<file path="src/rtl/ssm_pkg.sv">
package ssm_pkg;
  localparam int ADDR_W = 3;

  typedef enum logic [ADDR_W-1:0] {
    REG_EN    = 3'd0,
    REG_MODE  = 3'd1,
    REG_IEN   = 3'd2,
    REG_FLAG  = 3'd3,
    REG_STATE = 3'd4
  } reg_sel_e;

  // excitation: strobe-following channels are on only while strobe is high
  function automatic logic exc_level(logic en, logic strobed, logic strobe_hi);
    return en & (~strobed | strobe_hi);
  endfunction

  // sampling: strobe-following channels sample on the falling edge only
  function automatic logic take_sample(logic en, logic strobed, logic fall);
    return en & (~strobed | fall);
  endfunction
endpackage

</file>
<file path="src/rtl/ssm_sync.sv">
module ssm_sync #(
  parameter int W      = 1,
  parameter int STAGES = 2
) (
  input  logic         clk,
  input  logic         rst_n,
  input  logic [W-1:0] d,
  output logic [W-1:0] q
);
  logic [W-1:0] chain [STAGES];

  always_ff @(posedge clk or negedge rst_n) begin
    if (!rst_n) begin
      for (int k = 0; k < STAGES; k++) chain[k] <= '0;
    end else begin
      chain[0] <= d;
      for (int k = 1; k < STAGES; k++) chain[k] <= chain[k-1];
    end
  end

  assign q = chain[STAGES-1];
endmodule

</file>
<file path="src/rtl/ssm_fall_det.sv">
module ssm_fall_det (
  input  logic clk,
  input  logic rst_n,
  input  logic lvl,
  output logic fall
);
  logic prev;

  always_ff @(posedge clk or negedge rst_n) begin
    if (!rst_n) prev <= 1'b0;
    else        prev <= lvl;
  end

  assign fall = prev & ~lvl;
endmodule

</file>
<file path="src/rtl/ssm_channel.sv">
module ssm_channel
  import ssm_pkg::*;
(
  input  logic clk,
  input  logic rst_n,
  input  logic en,
  input  logic strobed,
  input  logic strobe_hi,
  input  logic fall,
  input  logic cmp,
  input  logic clr,
  output logic state,
  output logic flag,
  output logic exc
);
  logic sample_evt;
  logic diff_evt;

  assign sample_evt = take_sample(en, strobed, fall);
  assign diff_evt   = sample_evt & (cmp != state);
  assign exc        = exc_level(en, strobed, strobe_hi);

  always_ff @(posedge clk or negedge rst_n) begin
    if (!rst_n)          state <= 1'b0;
    else if (sample_evt) state <= cmp;
  end

  // a new change wins over a clear in the same cycle
  always_ff @(posedge clk or negedge rst_n) begin
    if (!rst_n)        flag <= 1'b0;
    else if (diff_evt) flag <= 1'b1;
    else if (clr)      flag <= 1'b0;
  end

  AST_HOLD_DISABLED: assert property (@(posedge clk) disable iff (!rst_n)
    !en |=> $stable(state) && !$rose(flag));
  AST_NO_SAMPLE_WITHOUT_FALL: assert property (@(posedge clk) disable iff (!rst_n)
    (en && strobed && !fall) |=> $stable(state));
  AST_FLAG_ON_CHANGE: assert property (@(posedge clk) disable iff (!rst_n)
    (sample_evt && (cmp != state)) |=> flag);
  AST_FLAG_STICKY: assert property (@(posedge clk) disable iff (!rst_n)
    (flag && !clr) |=> flag);
endmodule

</file>
<file path="src/rtl/ssm_regs.sv">
module ssm_regs
  import ssm_pkg::*;
#(
  parameter int NUM_CH = 8
) (
  input  logic              clk,
  input  logic              rst_n,
  input  logic              cfg_we,
  input  logic [ADDR_W-1:0] cfg_addr,
  input  logic [NUM_CH-1:0] cfg_wdata,
  input  logic [NUM_CH-1:0] flags,
  input  logic [NUM_CH-1:0] states,
  output logic [NUM_CH-1:0] en,
  output logic [NUM_CH-1:0] mode,
  output logic [NUM_CH-1:0] ien,
  output logic [NUM_CH-1:0] clr,
  output logic [NUM_CH-1:0] cfg_rdata
);
  always_ff @(posedge clk or negedge rst_n) begin
    if (!rst_n) begin
      en   <= '0;
      mode <= '0;
      ien  <= '0;
    end else if (cfg_we) begin
      case (cfg_addr)
        REG_EN:   en   <= cfg_wdata;
        REG_MODE: mode <= cfg_wdata;
        REG_IEN:  ien  <= cfg_wdata;
        default:  ;
      endcase
    end
  end

  assign clr = (cfg_we && cfg_addr == REG_FLAG) ? cfg_wdata : '0;

  always_comb begin
    case (cfg_addr)
      REG_EN:    cfg_rdata = en;
      REG_MODE:  cfg_rdata = mode;
      REG_IEN:   cfg_rdata = ien;
      REG_FLAG:  cfg_rdata = flags;
      REG_STATE: cfg_rdata = states;
      default:   cfg_rdata = '0;
    endcase
  end
endmodule

</file>
<file path="src/rtl/strobe_switch_monitor.sv">
module strobe_switch_monitor
  import ssm_pkg::*;
#(
  parameter int NUM_CH      = 8,
  parameter int SYNC_STAGES = 2
) (
  input  logic              clk,
  input  logic              rst_n,
  input  logic              low_power,
  input  logic              strobe_in,
  input  logic [NUM_CH-1:0] cmp_in,
  input  logic              cfg_we,
  input  logic [ADDR_W-1:0] cfg_addr,
  input  logic [NUM_CH-1:0] cfg_wdata,
  output logic [NUM_CH-1:0] cfg_rdata,
  output logic [NUM_CH-1:0] exc_en,
  output logic              irq_n,
  output logic              wake_req
);
  logic              strobe_hi;
  logic              strobe_fall;
  logic [NUM_CH-1:0] cmp_s;
  logic [NUM_CH-1:0] en, mode, ien, clr;
  logic [NUM_CH-1:0] flags, states;

  ssm_sync #(.W(1), .STAGES(SYNC_STAGES)) u_strobe_sync (
    .clk(clk), .rst_n(rst_n), .d(strobe_in), .q(strobe_hi));

  ssm_sync #(.W(NUM_CH), .STAGES(SYNC_STAGES)) u_cmp_sync (
    .clk(clk), .rst_n(rst_n), .d(cmp_in), .q(cmp_s));

  ssm_fall_det u_fall (
    .clk(clk), .rst_n(rst_n), .lvl(strobe_hi), .fall(strobe_fall));

  ssm_regs #(.NUM_CH(NUM_CH)) u_regs (
    .clk(clk), .rst_n(rst_n), .cfg_we(cfg_we), .cfg_addr(cfg_addr),
    .cfg_wdata(cfg_wdata), .flags(flags), .states(states),
    .en(en), .mode(mode), .ien(ien), .clr(clr), .cfg_rdata(cfg_rdata));

  for (genvar i = 0; i < NUM_CH; i++) begin : g_ch
    ssm_channel u_ch (
      .clk(clk), .rst_n(rst_n), .en(en[i]), .strobed(mode[i]),
      .strobe_hi(strobe_hi), .fall(strobe_fall), .cmp(cmp_s[i]),
      .clr(clr[i]), .state(states[i]), .flag(flags[i]), .exc(exc_en[i]));
  end

  assign irq_n    = ~|(flags & ien);
  assign wake_req = low_power & |(flags & en);

  AST_WAKE_NEEDS_LP: assert property (@(posedge clk) disable iff (!rst_n)
    wake_req |-> low_power);
  AST_NO_EXC_WHEN_OFF: assert property (@(posedge clk) disable iff (!rst_n)
    (exc_en & ~en) == '0);
endmodule

</file>
<file path="config.mk">
export PLATFORM = sky130hd
export DESIGN_NAME = strobe_switch_monitor
export DESIGN_NICKNAME = d
export VERILOG_FILES = /design/src/rtl/ssm_pkg.sv /design/src/rtl/ssm_sync.sv /design/src/rtl/ssm_fall_det.sv /design/src/rtl/ssm_channel.sv /design/src/rtl/ssm_regs.sv /design/src/rtl/strobe_switch_monitor.sv
export SDC_FILE = /design/constraint.sdc
export NUM_CORES = 1
export LEC_CHECK = 0
export ABC_AREA = 1
export BUFFER_PORTS_ARGS = -buffer_cell sky130_fd_sc_hd__buf_4
export CAP_MARGIN = 20
export CORE_MARGIN = 2
export CORE_UTILIZATION = 62
export DETAILED_ROUTE_END_ITERATION = 10
export PLACE_DENSITY = 0.85
export SLEW_MARGIN = 10
export SYNTH_ARGS = -nofsm -noshare
export SYNTH_HDL_FRONTEND = slang
export SYNTH_HIERARCHICAL = 1
export SYNTH_SLANG_ARGS = --single-unit
export TNS_END_PERCENT = 10
</file>
<file path="constraint.sdc">
create_clock -name clk -period 2.3 [get_ports clk]
set_input_delay 0.46 -clock clk [delete_from_list [all_inputs] [get_ports clk]]
set_output_delay 0.46 -clock clk [all_outputs]
set_load 0.05 [all_outputs]
</file>
# After elaboration in Yosys (flattened, before gate mapping)
# Index checks and enable logic that the tools add are counted.
[totals]
out_inout_bits = 18
register_bits = 59
inputBits = 24
wordCells = 123
[classes]
n_mux = 18
n_bitwise = 53
eq_ne = 12
n_reduce_logical = 16
[ops]
columns = ["operator", "n"]
rows = [
  ["8-bit case mux with 5 select lines", 1],
  ["1-bit AND", 26],
  ["8-bit AND", 2],
  ["1-bit two-way mux", 16],
  ["1-bit OR", 16],
  ["2-bit nonzero test", 8],
  ["8-bit OR reduction", 2],
  ["1-bit inverter", 9],
  ["8-bit two-way mux", 1],
  ["1-bit != test", 8],
  ["3-bit by 2-bit == test with 1-bit output (second input constant)", 2],
  ["2-bit AND reduction", 3],
  ["3-bit by 1-bit == test with 1-bit output (second input constant)", 1],
  ["3-bit == test (second input constant)", 1],
  ["3-bit zero test", 1],
  ["1-bit logical AND", 1],
  ["1-bit zero test", 1],
]

# Logic depth before layout (Yosys ltp)
[depth]
ltp_word = 6
ltp_mapped = 8
ltp_nobuf = 7

# By module
# The synthesis kept the hierarchy.
[modules_own_cells]
columns = ["module", "instances", "area_per_inst_um2", "cells_per_inst", "seq_area_each_um2"]
rows = [
  ["ssm_regs", 1, 1452.6, 207, 600.6],
  ["ssm_channel", 8, 131.4, 22, 50.0],
  ["ssm_sync (u_cmp_sync)", 1, 460.4, 24, 400.4],
  ["strobe_switch_monitor", 1, 107.6, 27, 0.0],
  ["ssm_sync (u_strobe_sync)", 1, 50.0, 2, 50.0],
  ["ssm_fall_det", 1, 35.0, 3, 25.0],
]

# Worst setup path after synthesis
# No wires, ideal clock.
[synth_timing]
kind = "in2out"
startpoint = "in cfg_addr[0]"
endpoint = "out cfg_rdata[0]"
path_slack_ps = 498
arrival_time_ps = 1342
path_buffers = 1
required_ps = 1840
stages = 6
cell_sequence = "buf_2 -> nor2_2 -> nand3_1 -> nand2_1 -> nor2_1 -> nand2_1"
[synth_via]
elab_chain_cells = 2
elab_cells_between_ends = 6
classes_between = "eq/ne (4); mux (1); reduce/logical (1)"
[synth_lines]
columns = ["item", "line_no", "text"]
rows = [
  ["from (decl)", "strobe_switch_monitor.sv:13", "input logic [ADDR_W-1:0] cfg_addr,"],
  ["3-bit == test (tied with other cells)", "ssm_regs.sv:37", "case (cfg_addr)"],
  ["8-bit case mux with 5 select lines *", "ssm_regs.sv:37", ""],
  ["to (decl)", "strobe_switch_monitor.sv:15", "output logic [NUM_CH-1:0] cfg_rdata,"],
]
# Every way passes the cells marked *; elsewhere a longest branch is shown, timed or not.

# Worst setup path after layout
[layout_timing]
startpoint = "in cfg_addr[1]"
endpoint = "out cfg_rdata[6]"
# The elaborated chain is that of the path after synthesis.

==> metrics.yaml <==
status:
  status: "finished, final reports clean"
yosys:
  async_reset_ff_frac: 1.00
  syn_nets: 463
  synth_mux_area_frac: 0
  syn_area_um2: 3160
  synthFlopType: "dfrtp_1"
  ys_seq_elements: 59
  synth_top_cell_area_share: 0.468
  syn_area_per_cell_um2: 7.19
  yosys_warnings: 6
  yosysMostFrequentCell: "nand2_1"
  synth-simple-area-share: 0.373
  postSynthCellCount: 439
  synth_compound_area_frac: 0.0491
  synth_commonest_cells: "186 x nand2_1, 59 x dfrtp_1, 53 x inv_1"
  yosys.area_share.adder: 0
  ys_seq_area_frac: 0.468
  yosys.area_share.xor_xnor: 0
  synth_top_family_by_area: "simple AND/OR/NAND/NOR gates"
  synth_top_cells_by_area: "dfrtp_1 47%, nand2_1 22%, inv_1 6.3%"
  synthDistinctLibCells: 22
  yosysTopAreaCell: "dfrtp_1"
  synth_enable_flop_cells: 0
sta:
  whs_ns: 0.184
  rsz0062_at_grt: "false"
  setup_viol_count_final: 0
  setup-tns-final_ns: 0
  worst_pin_slew_ns: 0.740
  slew_violations: 0
  fmax_mhz: 472
  min_period_ns: 2.12
  finalCritPeriodShare: 0.921
  relSlewSlack: 0.507
  finalHoldViolations: 0
  fin_worst_skew_ns: 0.00701
floorplan:
  core_area_um2: 4820
  io_pins: 42
  num_rows: 25
  design.die.area_um2: 5680
  die_h_um: 75.4
  die_w_um: 75.4
  start_util: 0.655
clock_network:
  clkSinkCount: 59
  clockBufferDepth: 2
  cts_resized: 0
  hold_buffers: 0
  path_clk_slew_ns: 0.07
  cts_tree: "done"
  cts_setup_buffers: 0
  cts_buffers: 9
  htree_levels: 3
  clk_latency_ns: 0.34
  root_buffer: "clkbuf_8"
route:
  drt_iter0_drc: 283
  antenna_left: 0
  finalWirelength_mm: 7.94
  drc: 0
  vias: 2965
  wl_per_cell_um: 14.4
  first_pass_iters: 5
  vias_per_cell: 5.39
placement:
  io_buffers: 41
  gp_congestion: 0.937
  hpwl_mm: 5.35
  place_area_um2: 3460
power:
  cellPowerDensity_nw_per_um2: 972
  p_leak_uw: 0.00205
  peakVddDrop_v: 0.000623
cells_and_area:
  final_cell_area_um2: 3700
  final_nets: 502
  drive_above_1_share: 0.184
  syn2layout_area_growth_pct: 17.1
  diodes: 0
global_routing:
  grt_max_degree: 60
  grt_pass1_vias: 2830
  grt_overflow: 0
  grt_pass1_wl_mm: 13.1
  antenna_found_initial: 0
  grt_usage: 0.313
critical_path:
  worst_setup_path_start_kind: "primary input"
  worstReg2RegStart: "u_strobe_sync/q"
  worstPathCellList: "buf_4, nor2_4, nand2_2, nor2_1, nor2_1, nand2_1, buf_4"
  slowest_delay_ns: 0.26
  path_max_fanout: 11
  worstPathArrival_ns: 1.66
  critPathLaunch: "cfg_addr[1]"
  cp.required_ns: 1.84
  crit_type: "in2out"
  cp-end-kind: "primary output"
  critPathSlowestCell: "nor2_4"
worst_hold_path:
  hold_path_class: "in2async"
flow_run:
  cap_viol_max_count: 0
[state kept, by name (all words and copies together) (netlist names)]
signal and flops:
u_regs/mode 8, u_strobe_sync/q 1, g_ch.u_ch/flag 8, u_regs/ien 8, g_ch.u_ch/state 8, u_strobe_sync/chain 1, u_cmp_sync/q 8, u_fall/prev 1
u_regs/en 8, u_cmp_sync/chain 8
[cell families (layout without fill, tap and decap cells)]
kind of cell | Yosys count | after routing
buffers and inverters | 79 | 123
and+or+nand+nor | 276 | 276
AOI/OAI and AO/OA | 25 | 25
DFF | 59 | 59
[worst max-delay path, delay by kind of cell]
kind / cells / cell delay [ns]
buffers and inverters: 2 / 0.37
AND/OR/NAND/NOR: 5 / 0.82
[metrics by stage]
step	util	instances	power, uW	setup WS, ns
2_1_floorplan	-	439	2120	0.498
3_3_place_gp	0.717	534	2410	0.343
3_5_place_dp	0.717	534	2450	0.293
4_1_cts	0.768	550	3600	0.242
5_1_grt	0.768	550	3800	0.151
6_report	0.768	550	3590	0.182
[power breakdown]
group          switching [uW]  internal, uW
clock                     402           746
sequential                257          1240
combinational             632           320
[final timing paths]
check / end / slack [ns] / cells after the start
setup / recovery: cfg_rdata[6] / 0.18 / 7
hold / removal: u_cmp_sync/q[5] / 0.18 / 1
setup reg to reg: g_ch[2].u_ch/state / 0.67 / 6
hold reg to reg: u_cmp_sync/q[0] / 0.35 / 0
max in group asynchronous: u_regs/ien[2] / 1.62 / 1
min in group clk: u_cmp_sync/chain[14] / 0.23 / 1
[layout make-up]
| class | count | area (um^2) |
|---|---|---|
| repair buffers | 42 | 315 |
| clock inverters | 5 | 100 |
| well taps | 67 | 83.8 |
| multi-input cells | 301 | 1330 |
| fillers | 381 | 1120 |
| flip-flops and latches | 59 | 1480 |
| inverters | 65 | 246 |
| clock buffers | 11 | 141 |
[routing by layer]
layer	routed length (um)	track usage	vias to the layer above
li1	-	-	1411
met3	825	0.0741	28
met5	0	0	-
met2	3780	0.493	162
met1	3160	0.413	1364
met4	169	0.148	0
[layout by cell type (no fill, tap or decap), types with 2 or more instances in the layout]
master	count
nand3_1	32
inv_2	11
nor2_4	4
a21oi_2	8
o21ai_1	4
nand2_1	186
bufinv_16	3
nand4_1	10
clkinv_2	2
nand2_4	2
inv_1	53
nor2_2	2
dfrtp_1	59
o21ai_0	12
nand2_2	2
nor2_1	36
buf_4	42
clkbuf_8	10
Note: power is estimated with default switching activity, not from simulation.
